## config.mk

```make
export PLATFORM = sky130hd
export DESIGN_NAME = regxfer_seq
export DESIGN_NICKNAME = d
export VERILOG_FILES = /design/src/rtl/regxfer_pkg.sv /design/src/rtl/regxfer_ctrl.sv /design/src/rtl/regxfer_regfile.sv /design/src/rtl/regxfer_seq.sv
export SDC_FILE = /design/constraint.sdc
export NUM_CORES = 1
export LEC_CHECK = 0
export ABC_AREA = 1
export BUFFER_PORTS_ARGS = -buffer_cell sky130_fd_sc_hd__buf_2
export CORE_MARGIN = 2
export CORE_UTILIZATION = 45
export CTS_CLUSTER_SIZE = 20
export DETAILED_ROUTE_END_ITERATION = 8
export PLACE_DENSITY = 0.64
export SKIP_CTS_REPAIR_TIMING = 1
export SYNTH_ARGS = -nofsm -noshare
export SYNTH_HDL_FRONTEND = slang
export SYNTH_SLANG_ARGS = --single-unit
```

## constraint.sdc

```tcl
create_clock -name clk -period 4.1 [get_ports clk]
set_input_delay 0 -clock clk [delete_from_list [all_inputs] [get_ports clk]]
set_output_delay 0 -clock clk [all_outputs]
set_load 0.1 [all_outputs]
```

## src/rtl/regxfer_pkg.sv

```systemverilog
package regxfer_pkg;

  localparam int WORD_W = 16;
  localparam int BYTE_W = 8;
  localparam int N_WIDE = 5;
  localparam int N_BYTE = 4;
  localparam int CODE_W = 4;

  typedef logic [WORD_W-1:0] word_t;
  typedef logic [BYTE_W-1:0] byte_t;
  typedef logic [CODE_W-1:0] code_t;
  typedef logic [N_WIDE-1:0][WORD_W-1:0] wide_vec_t;
  typedef logic [N_BYTE-1:0][BYTE_W-1:0] byte_vec_t;

  localparam code_t CODE_D       = 4'd0;
  localparam code_t CODE_WIDE_LO = 4'd1;
  localparam code_t CODE_WIDE_HI = 4'd5;
  localparam code_t CODE_BYTE_LO = 4'd8;
  localparam code_t CODE_BYTE_HI = 4'd11;

  function automatic logic is_wide_code(code_t c);
    return (c >= CODE_WIDE_LO) && (c <= CODE_WIDE_HI);
  endfunction

  function automatic logic is_byte_code(code_t c);
    return (c >= CODE_BYTE_LO) && (c <= CODE_BYTE_HI);
  endfunction

  function automatic logic code_valid(code_t c);
    return (c == CODE_D) || is_wide_code(c) || is_byte_code(c);
  endfunction

  function automatic word_t widen_byte(byte_t b);
    return {8'hFF, b};
  endfunction

  function automatic word_t bus_read(code_t c, wide_vec_t w, byte_vec_t b);
    if (c == CODE_D)      return {b[0], b[1]};
    if (is_wide_code(c))  return w[3'(c - CODE_WIDE_LO)];
    if (is_byte_code(c))  return widen_byte(b[2'(c - CODE_BYTE_LO)]);
    return 16'hFFFF;
  endfunction

endpackage

```

## src/rtl/regxfer_ctrl.sv

```systemverilog
module regxfer_ctrl
  import regxfer_pkg::*;
#(
  parameter int FETCH_CYC = 2,
  parameter int PHASE_CYC = 2
) (
  input  logic  clk,
  input  logic  rst_n,
  input  logic  start_i,
  input  logic  xchg_i,
  input  code_t src_i,
  input  code_t dst_i,
  output logic  busy_o,
  output logic  done_o,
  output logic  tmp_ld_o,
  output logic  wr_a_o,
  output logic  wr_b_o,
  output logic  xchg_q_o,
  output code_t src_q_o,
  output code_t dst_q_o
);

  localparam int LOAD_END = FETCH_CYC + PHASE_CYC;
  localparam int WR1_END  = LOAD_END + PHASE_CYC;
  localparam int WR2_END  = WR1_END + PHASE_CYC;
  localparam int CNT_W    = $clog2(WR2_END + 1);

  localparam logic [CNT_W-1:0] LOAD_C = CNT_W'(LOAD_END);
  localparam logic [CNT_W-1:0] WR1_C  = CNT_W'(WR1_END);
  localparam logic [CNT_W-1:0] WR2_C  = CNT_W'(WR2_END);
  localparam logic [CNT_W-1:0] ONE_C  = CNT_W'(1);

  logic [CNT_W-1:0] cnt_q;
  logic             busy_q, done_q, xchg_q;
  code_t            src_q, dst_q;
  logic             accept;
  logic [CNT_W-1:0] last_c;
  logic             at_last;

  assign accept  = start_i && !busy_q;
  assign last_c  = xchg_q ? WR2_C : WR1_C;
  assign at_last = busy_q && (cnt_q == last_c);

  always_ff @(posedge clk) begin
    if (!rst_n) begin
      busy_q <= 1'b0;
      done_q <= 1'b0;
      cnt_q  <= '0;
      xchg_q <= 1'b0;
      src_q  <= '0;
      dst_q  <= '0;
    end else begin
      done_q <= 1'b0;
      if (accept) begin
        busy_q <= 1'b1;
        cnt_q  <= ONE_C;
        xchg_q <= xchg_i;
        src_q  <= src_i;
        dst_q  <= dst_i;
      end else if (at_last) begin
        busy_q <= 1'b0;
        cnt_q  <= '0;
        done_q <= 1'b1;
      end else if (busy_q) begin
        cnt_q <= cnt_q + ONE_C;
      end
    end
  end

  assign tmp_ld_o = busy_q && (cnt_q == LOAD_C);
  assign wr_a_o   = busy_q && (cnt_q == WR1_C);
  assign wr_b_o   = busy_q && xchg_q && (cnt_q == WR2_C);
  assign busy_o   = busy_q;
  assign done_o   = done_q;
  assign xchg_q_o = xchg_q;
  assign src_q_o  = src_q;
  assign dst_q_o  = dst_q;

  AST_CNT_IN_RANGE: assert property (@(posedge clk) disable iff (!rst_n)
    busy_q |-> (cnt_q >= ONE_C) && (cnt_q <= last_c));
  AST_DONE_SINGLE: assert property (@(posedge clk) disable iff (!rst_n)
    done_q |=> !done_q);
  AST_DONE_AFTER_BUSY: assert property (@(posedge clk) disable iff (!rst_n)
    done_q |-> (!busy_q && $past(busy_q)));
  AST_HOLD_WHILE_BUSY: assert property (@(posedge clk) disable iff (!rst_n)
    (busy_q && !at_last) |=> (busy_q && $stable(src_q) && $stable(dst_q) && $stable(xchg_q)));

endmodule

```

## src/rtl/regxfer_regfile.sv

```systemverilog
module regxfer_regfile
  import regxfer_pkg::*;
#(
  parameter wide_vec_t RST_WIDE = '0,
  parameter byte_vec_t RST_BYTE = '0
) (
  input  logic      clk,
  input  logic      rst_n,
  input  logic      wr_en,
  input  code_t     wr_code,
  input  word_t     wr_data,
  input  code_t     rd_code,
  output word_t     rd_data,
  output wide_vec_t wide_q,
  output byte_vec_t byte_q
);

  for (genvar i = 0; i < N_WIDE; i++) begin : g_wide
    localparam code_t OWN = code_t'(i + 1);
    word_t q;
    always_ff @(posedge clk) begin
      if (!rst_n)                        q <= RST_WIDE[i];
      else if (wr_en && wr_code == OWN)  q <= wr_data;
    end
    assign wide_q[i] = q;
  end

  for (genvar j = 0; j < N_BYTE; j++) begin : g_byte
    localparam code_t OWN  = code_t'(8 + j);
    localparam bit    IN_D = (j < 2);
    localparam bit    IS_HI = (j == 0);
    byte_t q;
    logic  hit_own, hit_d;
    assign hit_own = wr_en && (wr_code == OWN);
    assign hit_d   = IN_D && wr_en && (wr_code == CODE_D);
    always_ff @(posedge clk) begin
      if (!rst_n)       q <= RST_BYTE[j];
      else if (hit_own) q <= wr_data[7:0];
      else if (hit_d)   q <= IS_HI ? wr_data[15:8] : wr_data[7:0];
    end
    assign byte_q[j] = q;
  end

  assign rd_data = bus_read(rd_code, wide_q, byte_q);

  AST_UNDEF_WRITE_IGNORED: assert property (@(posedge clk) disable iff (!rst_n)
    (wr_en && !code_valid(wr_code)) |=> ($stable(wide_q) && $stable(byte_q)));
  AST_D_SPLITS: assert property (@(posedge clk) disable iff (!rst_n)
    (wr_en && wr_code == CODE_D) |=>
      (byte_q[0] == $past(wr_data[15:8]) && byte_q[1] == $past(wr_data[7:0])));

endmodule

```

## src/rtl/regxfer_seq.sv

```systemverilog
module regxfer_seq
  import regxfer_pkg::*;
#(
  parameter int        FETCH_CYC = 2,
  parameter int        PHASE_CYC = 2,
  parameter wide_vec_t RST_WIDE  = {16'h293A, 16'h0718, 16'hE5F6, 16'hC3D4, 16'hA1B2},
  parameter byte_vec_t RST_BYTE  = {8'h78, 8'h56, 8'h34, 8'h12}
) (
  input  logic        clk,
  input  logic        rst_n,
  input  logic        start_i,
  input  logic        xchg_i,
  input  logic [3:0]  src_code_i,
  input  logic [3:0]  dst_code_i,
  output logic        busy_o,
  output logic        done_o,
  output logic [7:0]  acc_a_o,
  output logic [7:0]  acc_b_o,
  output logic [7:0]  flags_o,
  output logic [7:0]  page_o,
  output logic [15:0] idx_x_o,
  output logic [15:0] idx_y_o,
  output logic [15:0] usp_o,
  output logic [15:0] ssp_o,
  output logic [15:0] pc_o
);

  logic      tmp_ld, wr_a, wr_b, xchg_q;
  code_t     src_q, dst_q;
  code_t     rd_code, wr_code;
  word_t     rd_data, wr_data, tmp_q;
  logic      wr_en;
  wide_vec_t wide_q;
  byte_vec_t byte_q;

  regxfer_ctrl #(.FETCH_CYC(FETCH_CYC), .PHASE_CYC(PHASE_CYC)) u_ctrl (
    .clk(clk), .rst_n(rst_n), .start_i(start_i), .xchg_i(xchg_i),
    .src_i(src_code_i), .dst_i(dst_code_i),
    .busy_o(busy_o), .done_o(done_o),
    .tmp_ld_o(tmp_ld), .wr_a_o(wr_a), .wr_b_o(wr_b),
    .xchg_q_o(xchg_q), .src_q_o(src_q), .dst_q_o(dst_q)
  );

  // Bus routing: exchange middle phase reads the second register directly.
  assign rd_code = (wr_a && xchg_q) ? dst_q : src_q;
  assign wr_code = (wr_a && xchg_q) ? src_q : dst_q;
  assign wr_data = (wr_a && xchg_q) ? rd_data : tmp_q;
  assign wr_en   = wr_a || wr_b;

  always_ff @(posedge clk) begin
    if (!rst_n)      tmp_q <= '0;
    else if (tmp_ld) tmp_q <= rd_data;
  end

  regxfer_regfile #(.RST_WIDE(RST_WIDE), .RST_BYTE(RST_BYTE)) u_rf (
    .clk(clk), .rst_n(rst_n), .wr_en(wr_en), .wr_code(wr_code),
    .wr_data(wr_data), .rd_code(rd_code), .rd_data(rd_data),
    .wide_q(wide_q), .byte_q(byte_q)
  );

  assign idx_x_o = wide_q[0];
  assign idx_y_o = wide_q[1];
  assign usp_o   = wide_q[2];
  assign ssp_o   = wide_q[3];
  assign pc_o    = wide_q[4];
  assign acc_a_o = byte_q[0];
  assign acc_b_o = byte_q[1];
  assign flags_o = byte_q[2];
  assign page_o  = byte_q[3];

  AST_IDLE_NO_CHANGE: assert property (@(posedge clk) disable iff (!rst_n)
    !busy_o |=> ($stable(wide_q) && $stable(byte_q)));

endmodule

```

# After elaboration in Yosys (flattened, before gate mapping)
# Cells that the tools add are included.
# classes
mul,0
eq_ne,13
n_div,0
reduce_logical,29
bitwise_logic,1
order_cmp,6
add_sub_neg,3
mux,30
shift,0
# ops
operator,n
two-way mux 16 bit,8
binary-select mux 16 bit (select 3 bit),1
two-way mux 8 bit,5
== test 4 bit (second input constant),5
logical AND 1 bit,19
binary-select mux 8 bit (select 2 bit),1
== test 4 x 3 -> 1 bit (second input constant),4
two-way mux 1 bit,12
two-way mux 4 bit,3
== test 4 x 2 -> 1 bit (second input constant),2
logical NOT 4 bit,2
nonzero test 2 bit,3
adder 4 x 1 -> 4 bit (second input constant),1
== test 4 x 1 -> 1 bit (second input constant),1
== test 4 bit,1
>= comparator 4 x 1 -> 1 bit (second input constant),1
>= comparator 4 bit (second input constant),1
less-or-equal comparator 4 x 3 -> 1 bit (second input constant),1
less-or-equal comparator 4 bit (second input constant),1
less-than comparator 3 x 4 -> 1 bit (second input constant),1
less-than comparator 2 x 3 -> 1 bit (second input constant),1
nonzero test 3 bit,1
OR reduction 3 bit,1
subtractor 3 x 1 -> 3 bit (second input constant),1
5 further kinds,5
# totals
latchBits,0
memories,0
ram_bits,0
out_inout_bits,114
rom_bits,0
elab_cells,99
ff_bits,143

# Depth between registers and ports, before layout
# depth
word_depth,16
ltp_mapped,23

# Hierarchy
# Synthesis repeated with hierarchy kept, for this count alone.
# unflattened
cells_unflattened,982
hier_area_um2,7009.2
# by_module_without_submodules
mod,cells_per_inst,n_inst,area_per_inst_um2
regxfer_regfile,728,1,5318.9
regxfer_seq,165,1,1042.2
regxfer_ctrl,89,1,648.1

# Worst setup path before layout
# Ideal clock, no wire load.
# synth_timing
path_kind,flip-flop to flip-flop
start,register u_ctrl.busy_q (netlist: u_ctrl.busy_o)
end,register u_rf.g_wide[0].q[12]
arrival_time_ns,3.457
stages_incl_launch_ff,20
n_path_buf,4
setup_slack_ns,0.586
synth_period_minus_slack_ns,3.514
cell_sequence,dfxtp_1 buf_6 nand2_4 inv_2 nand3_4 nand2_1 nand2_1 buf_2 ha_1 clkbuf_1 inv_1 clkbuf_1 o21ai_0 o21ai_0 nand2_1 nand2_1 o211ai_1 nand2_1 o21ai_0 inv_1
# synth_via
elab_chain_cells,12
word_cells_on_any_way,31
# synth_lines
item,line_no,rtl
start: declaration,regxfer_ctrl.sv:34,"logic busy_q, done_q, xchg_q;"
start signal: assignment,regxfer_ctrl.sv:46,busy_q <= 1'b0;
start signal: assignment,regxfer_ctrl.sv:55,busy_q <= 1'b1;
start signal: assignment,regxfer_ctrl.sv:61,busy_q <= 1'b0;
logical AND 1 bit,regxfer_ctrl.sv:71,assign wr_a_o = busy_q && (cnt_q == WR1_C);
logical AND 1 bit,"regxfer_seq.sv:45, regxfer_seq.sv:46, regxfer_seq.sv:47",
two-way mux 4 bit,regxfer_seq.sv:45,assign rd_code = (wr_a && xchg_q) ? dst_q : src_q;
subtractor 3 x 1 -> 3 bit (tied with other cells),regxfer_pkg.sv:39,if (is_wide_code(c)) return w[3'(c - CODE_WIDE_LO)];
binary-select mux 16 bit (select 3 bit) or logical AND 1 bit (tied branches),"regxfer_pkg.sv:39, regxfer_pkg.sv:26",
two-way mux 16 bit (not written as such) or two-way mux 1 bit (tied branches),"regxfer_pkg.sv:39, regxfer_pkg.sv:40",
two-way mux 16 bit or two-way mux 1 bit (tied branches),"regxfer_pkg.sv:39, regxfer_pkg.sv:40",
two-way mux 16 bit or two-way mux 1 bit (tied branches),"regxfer_pkg.sv:40, regxfer_pkg.sv:39",
two-way mux 16 bit,regxfer_pkg.sv:41,return 16'hFFFF;
two-way mux 16 bit,regxfer_pkg.sv:40,if (is_byte_code(c)) return widen_byte(b[2'(c - CODE_BYTE_LO)]);
two-way mux 16 bit,regxfer_pkg.sv:39,
two-way mux 16 bit,regxfer_seq.sv:47,assign wr_data = (wr_a && xchg_q) ? rd_data : tmp_q;
end signal: assignment,regxfer_regfile.sv:22,if (!rst_n) q <= RST_WIDE[i];
end signal: assignment,regxfer_regfile.sv:23,else if (wr_en && wr_code == OWN) q <= wr_data;
end: declaration,regxfer_regfile.sv:20,word_t q;
# Parallel ways exist; a longest one is shown, timed or not. The select of a mux whose other input is x is not followed.
# A chain may end at the register's enable or synchronous reset.

# Final worst setup path
# layout_timing
start,register u_ctrl.cnt_q[1]
end,register u_rf.g_byte[1].q[4]
# layout_via
elab_chain_cells,15
word_cells_on_any_way,40
# layout_lines
item,line_no,rtl
start: declaration,regxfer_ctrl.sv:33,logic [CNT_W-1:0] cnt_q;
start signal: assignment,regxfer_ctrl.sv:65,cnt_q <= cnt_q + ONE_C;
== test 4 x 3 -> 1 bit,regxfer_ctrl.sv:71,
logical AND 1 bit,regxfer_ctrl.sv:71,
logical AND 1 bit,"regxfer_seq.sv:45, regxfer_seq.sv:46, regxfer_seq.sv:47",
two-way mux 4 bit,regxfer_seq.sv:45,
subtractor 3 x 1 -> 3 bit (tied with other cells),regxfer_pkg.sv:39,
binary-select mux 16 bit (select 3 bit) or logical AND 1 bit (tied branches),"regxfer_pkg.sv:39, regxfer_pkg.sv:26",
two-way mux 16 bit (not written as such) or two-way mux 1 bit (tied branches),"regxfer_pkg.sv:39, regxfer_pkg.sv:40",
two-way mux 16 bit or two-way mux 1 bit (tied branches),"regxfer_pkg.sv:39, regxfer_pkg.sv:40",
two-way mux 16 bit or two-way mux 1 bit (tied branches),"regxfer_pkg.sv:40, regxfer_pkg.sv:39",
two-way mux 16 bit,regxfer_pkg.sv:41,
two-way mux 16 bit,regxfer_pkg.sv:40,
two-way mux 16 bit,regxfer_pkg.sv:39,
two-way mux 16 bit,regxfer_seq.sv:47,
two-way mux 8 bit,regxfer_regfile.sv:39,else if (hit_d) q <= IS_HI ? wr_data[15:8] : wr_data[7:0];
two-way mux 8 bit,regxfer_regfile.sv:38,else if (hit_own) q <= wr_data[7:0];
end signal: assignment,regxfer_regfile.sv:37,if (!rst_n) q <= RST_BYTE[j];
end signal: assignment,regxfer_regfile.sv:38,
end signal: assignment,regxfer_regfile.sv:39,
end: declaration,regxfer_regfile.sv:32,byte_t q;
# Parallel ways exist; a longest one is shown, timed or not. The select of a mux whose other input is x is not followed.

==> key figures <==
STA
  – Fmax: 0.2867 GHz
  – RSZ-0062 raised after global routing: no
  – Final setup vio count: 0
  – Headroom to the max-slew limit: 26.61%
  – Skew final: 0.007791 ns
  – Post-route minimum period: 3.487 ns
  – Number of failing hold endpoints at the final stage: 0
  – Final Cycle Share: 85.06%
  – TNS Setup: 0 ns
  – Max-slew violation count: 0
  – Worst-Margin Slew: 1.101 ns

CTS
  – Maximum clock path buffer count: 2
  – Skew-Pair Late Insertion Delay: 0.43 ns
  – # H-tree levels: 4
  – CTS tree: built
  – Clock buffer count from CTS: 17
  – Root buf cell: clkbuf_16
  – Clk sinks: 143
  – Clock transition at path regs: 0.06 ns

Routing
  – Routed Antenna Nets: 0
  – First-pass DRT Iterations: 5
  – Residual DRC count: 0
  – WL per Instance: 17.77 um
  – Total number of vias: 7758
  – Routed WL: 25900 um
  – Via/cell ratio: 5.321
  – Iter 0 DRT Violations: 900

Min path
  – Hold Crit Class: primary input to register

Placement
  – Inst Count DP: 1415
  – RD Place Congestion: 0.9653
  – Port buffer count: 125
  – DP HPWL: 17930 um

Synthesis
  – Top FF cell, synth: dfxtp_1
  – Syn_nets: 1126
  – Async S/R FF share, synth: 0%
  – Seq cells post-synth: 143
  – Post-synth EDFFs: 0
  – Post-synth top area share: 38.44%
  – Synth top cells by count: 266 x nand2_1, 149 x inv_1, 143 x dfxtp_1
  – Leading area contributor after synthesis: dfxtp_1
  – Synth top area cells: dfxtp_1 38%, nand2_1 13%, a21oi_1 8.5%
  – Syn Inst Count: 1109
  – Netlist cell types: 35
  – Warnings, synthesis: 0
  – Avg Inst Size Synth: 6.715 um^2
  – Synth Cell Area: 0.007447 mm^2
  – Most frequent cell after synthesis: nand2_1
  – Sequential fraction of the synthesis area: 38.44%

Critical path
  – CP max FO: 24
  – CP arrival: 3.75 ns
  – CP endpoint kind: register
  – Worst Path Required: 4.37 ns
  – Critical Path Source Type: register
  – Crit Path Class: register to register

Layout
  – Non-Filler Instances: 1458
  – Final core occ: 54.01%
  – ANT cells: 0
  – Fin nets: 1242
  – Fillers: 1637
  – Area growth from synthesis to layout: 18.99%
  – Share of layout cells above drive strength 1: 19.63%

Global routing
  – Vias in the first global route: 6848
  – First-pass GRT wire length: 39790 um
  – Total congestion overflow: 0
  – Largest net degree at the start of global routing: 58
  – Initial antenna violation count: 0
  – GRT Total Usage: 29.45%

Run status
  – Status: finished, final reports clean

Die
  – Io pins: 126
  – Die Wd: 132.6 um
  – Die ar.: 0.01759 mm^2
  – Starting Density: 45.39%
  – Die Span Y: 132.6 um
  – Row Count: 47
  – Core area: 0.01641 mm^2

Power and ir drop
  – Peak supply drop: 0.3064 mV
  – Power density over the cells: 392.7 mW/mm^2
  – Leak Pwr: 4.420 nW

Run
  – MaxCap Viol Count: 0
worst max-delay path: stages (launching register included):
cell and delay (ns):
dfxtp_1 0.42, ha_1 0.23, nand2_4 0.07, inv_2 0.08, nand3_4 0.24, o21ai_2 0.23
buf_4 0.21, ha_1 0.28, inv_1 0.09, nand3_2 0.09, nand2_2 0.27, a21oi_1 0.22
nor2_1 0.06, o21ai_0 0.15, nand3_1 0.14, nand3_1 0.13, nand2_2 0.20, nand2_1 0.12
nand3_1 0.07
cells by family (layout without fill, tap and decap cells):
group,count (synthesis),in the layout,synth area share [%]
AO/OA/AOI/OAI,277,277,20.04
AND/OR/NAND/NOR,460,460,27.52
XOR/XNOR,1,1,0.1176
buffers and inverters,223,352,13.04
flip-flops,143,143,38.44
adder cells (fa/ha/maj),5,5,0.8401
sequential cells by signal (all words and copies together), names as in the netlist:
name / flops
u_ctrl.busy_o: 1
u_rf.g_wide.q: 80
u_ctrl.src_q_o: 4
tmp_q: 16
u_ctrl.done_o: 1
u_ctrl.xchg_q_o: 1
u_ctrl.cnt_q: 4
u_rf.g_byte.q: 32
u_ctrl.dst_q_o: 4
layer usage:
| layer | up-vias | global-route usage (%) | part of all wire (%) |
|---|---|---|---|
| met3 | 53 | 6.858 | 9.4 |
| met2 | 404 | 44.50 | 44 |
| met4 | 0 | 11.95 | 3.4 |
| li1 | 3778 | - | - |
| met5 | - | 0 | 0 |
| met1 | 3523 | 40.53 | 43 |
power breakdown:
part	internal, W	switching, W	leakage [nW]	total (W)
Sequential	0.00140	0.00000963	1.16	0.00141
Combinational	0.000120	0.000299	2.98	0.000419
Clock	0.00102	0.000635	0.289	0.00165
Total	0.00254	0.000943	4.42	0.00348
cell usage in the layout (no fill, tap or decap), drive strengths merged, types with 3 or more instances in the layout:
| cell | n |
|---|---|
| ha | 5 |
| dfxtp | 143 |
| nand3 | 88 |
| clkinvlp | 5 |
| o21ai | 125 |
| bufinv | 4 |
| dlygate4sd3 | 11 |
| o21bai | 4 |
| nor2 | 83 |
| o211ai | 18 |
| clkinv | 3 |
| or2 | 3 |
| clkbuf | 18 |
| inv | 171 |
| a21oi | 127 |
| nor3 | 3 |
| nand2 | 283 |
| buf | 140 |
final cells by class:
type	count	area, um^2	area share, %
clock inverter	14	190.2	2.146
multi-input combinational	743	3613	40.78
sequential	143	2863	32.31
timing repair buffer	151	848.3	9.574
inverter	169	641.9	7.244
clock buffer	18	429.2	4.843
tap	220	275.3	3.106
worst paths after layout:
check / from / end / slack [ns] / cells past startpoint
min: rst_n / u_rf.g_byte[1].q[4] / 0.28 / 2
max: u_ctrl.cnt_q[1] / u_rf.g_byte[1].q[4] / 0.61 / 18
max reg2reg: u_ctrl.cnt_q[1] / u_rf.g_byte[1].q[4] / 0.61 / 18
min reg2reg: u_ctrl.src_q_o[3] / u_ctrl.src_q_o[3] / 0.49 / 2
metrics by stage:
| stage | total power [W] | setup slack (ns) | hold slack (ns) | instance area, um^2 |
|---|---|---|---|---|
| floorplan | 0.001739 | 0.5865 | 0.1405 | 7447 |
| global placement | 0.001836 | 0.8105 | 0.2656 | 8132 |
| detailed placement | 0.001837 | 0.7309 | 0.2633 | 8132 |
| CTS | 0.003468 | 0.7088 | -0.1735 | 8751 |
| global route | 0.003598 | 0.3618 | 0.2666 | 8861 |
| finish | 0.003479 | 0.6126 | 0.2763 | 8861 |
(Power assumes the default switching activity.)
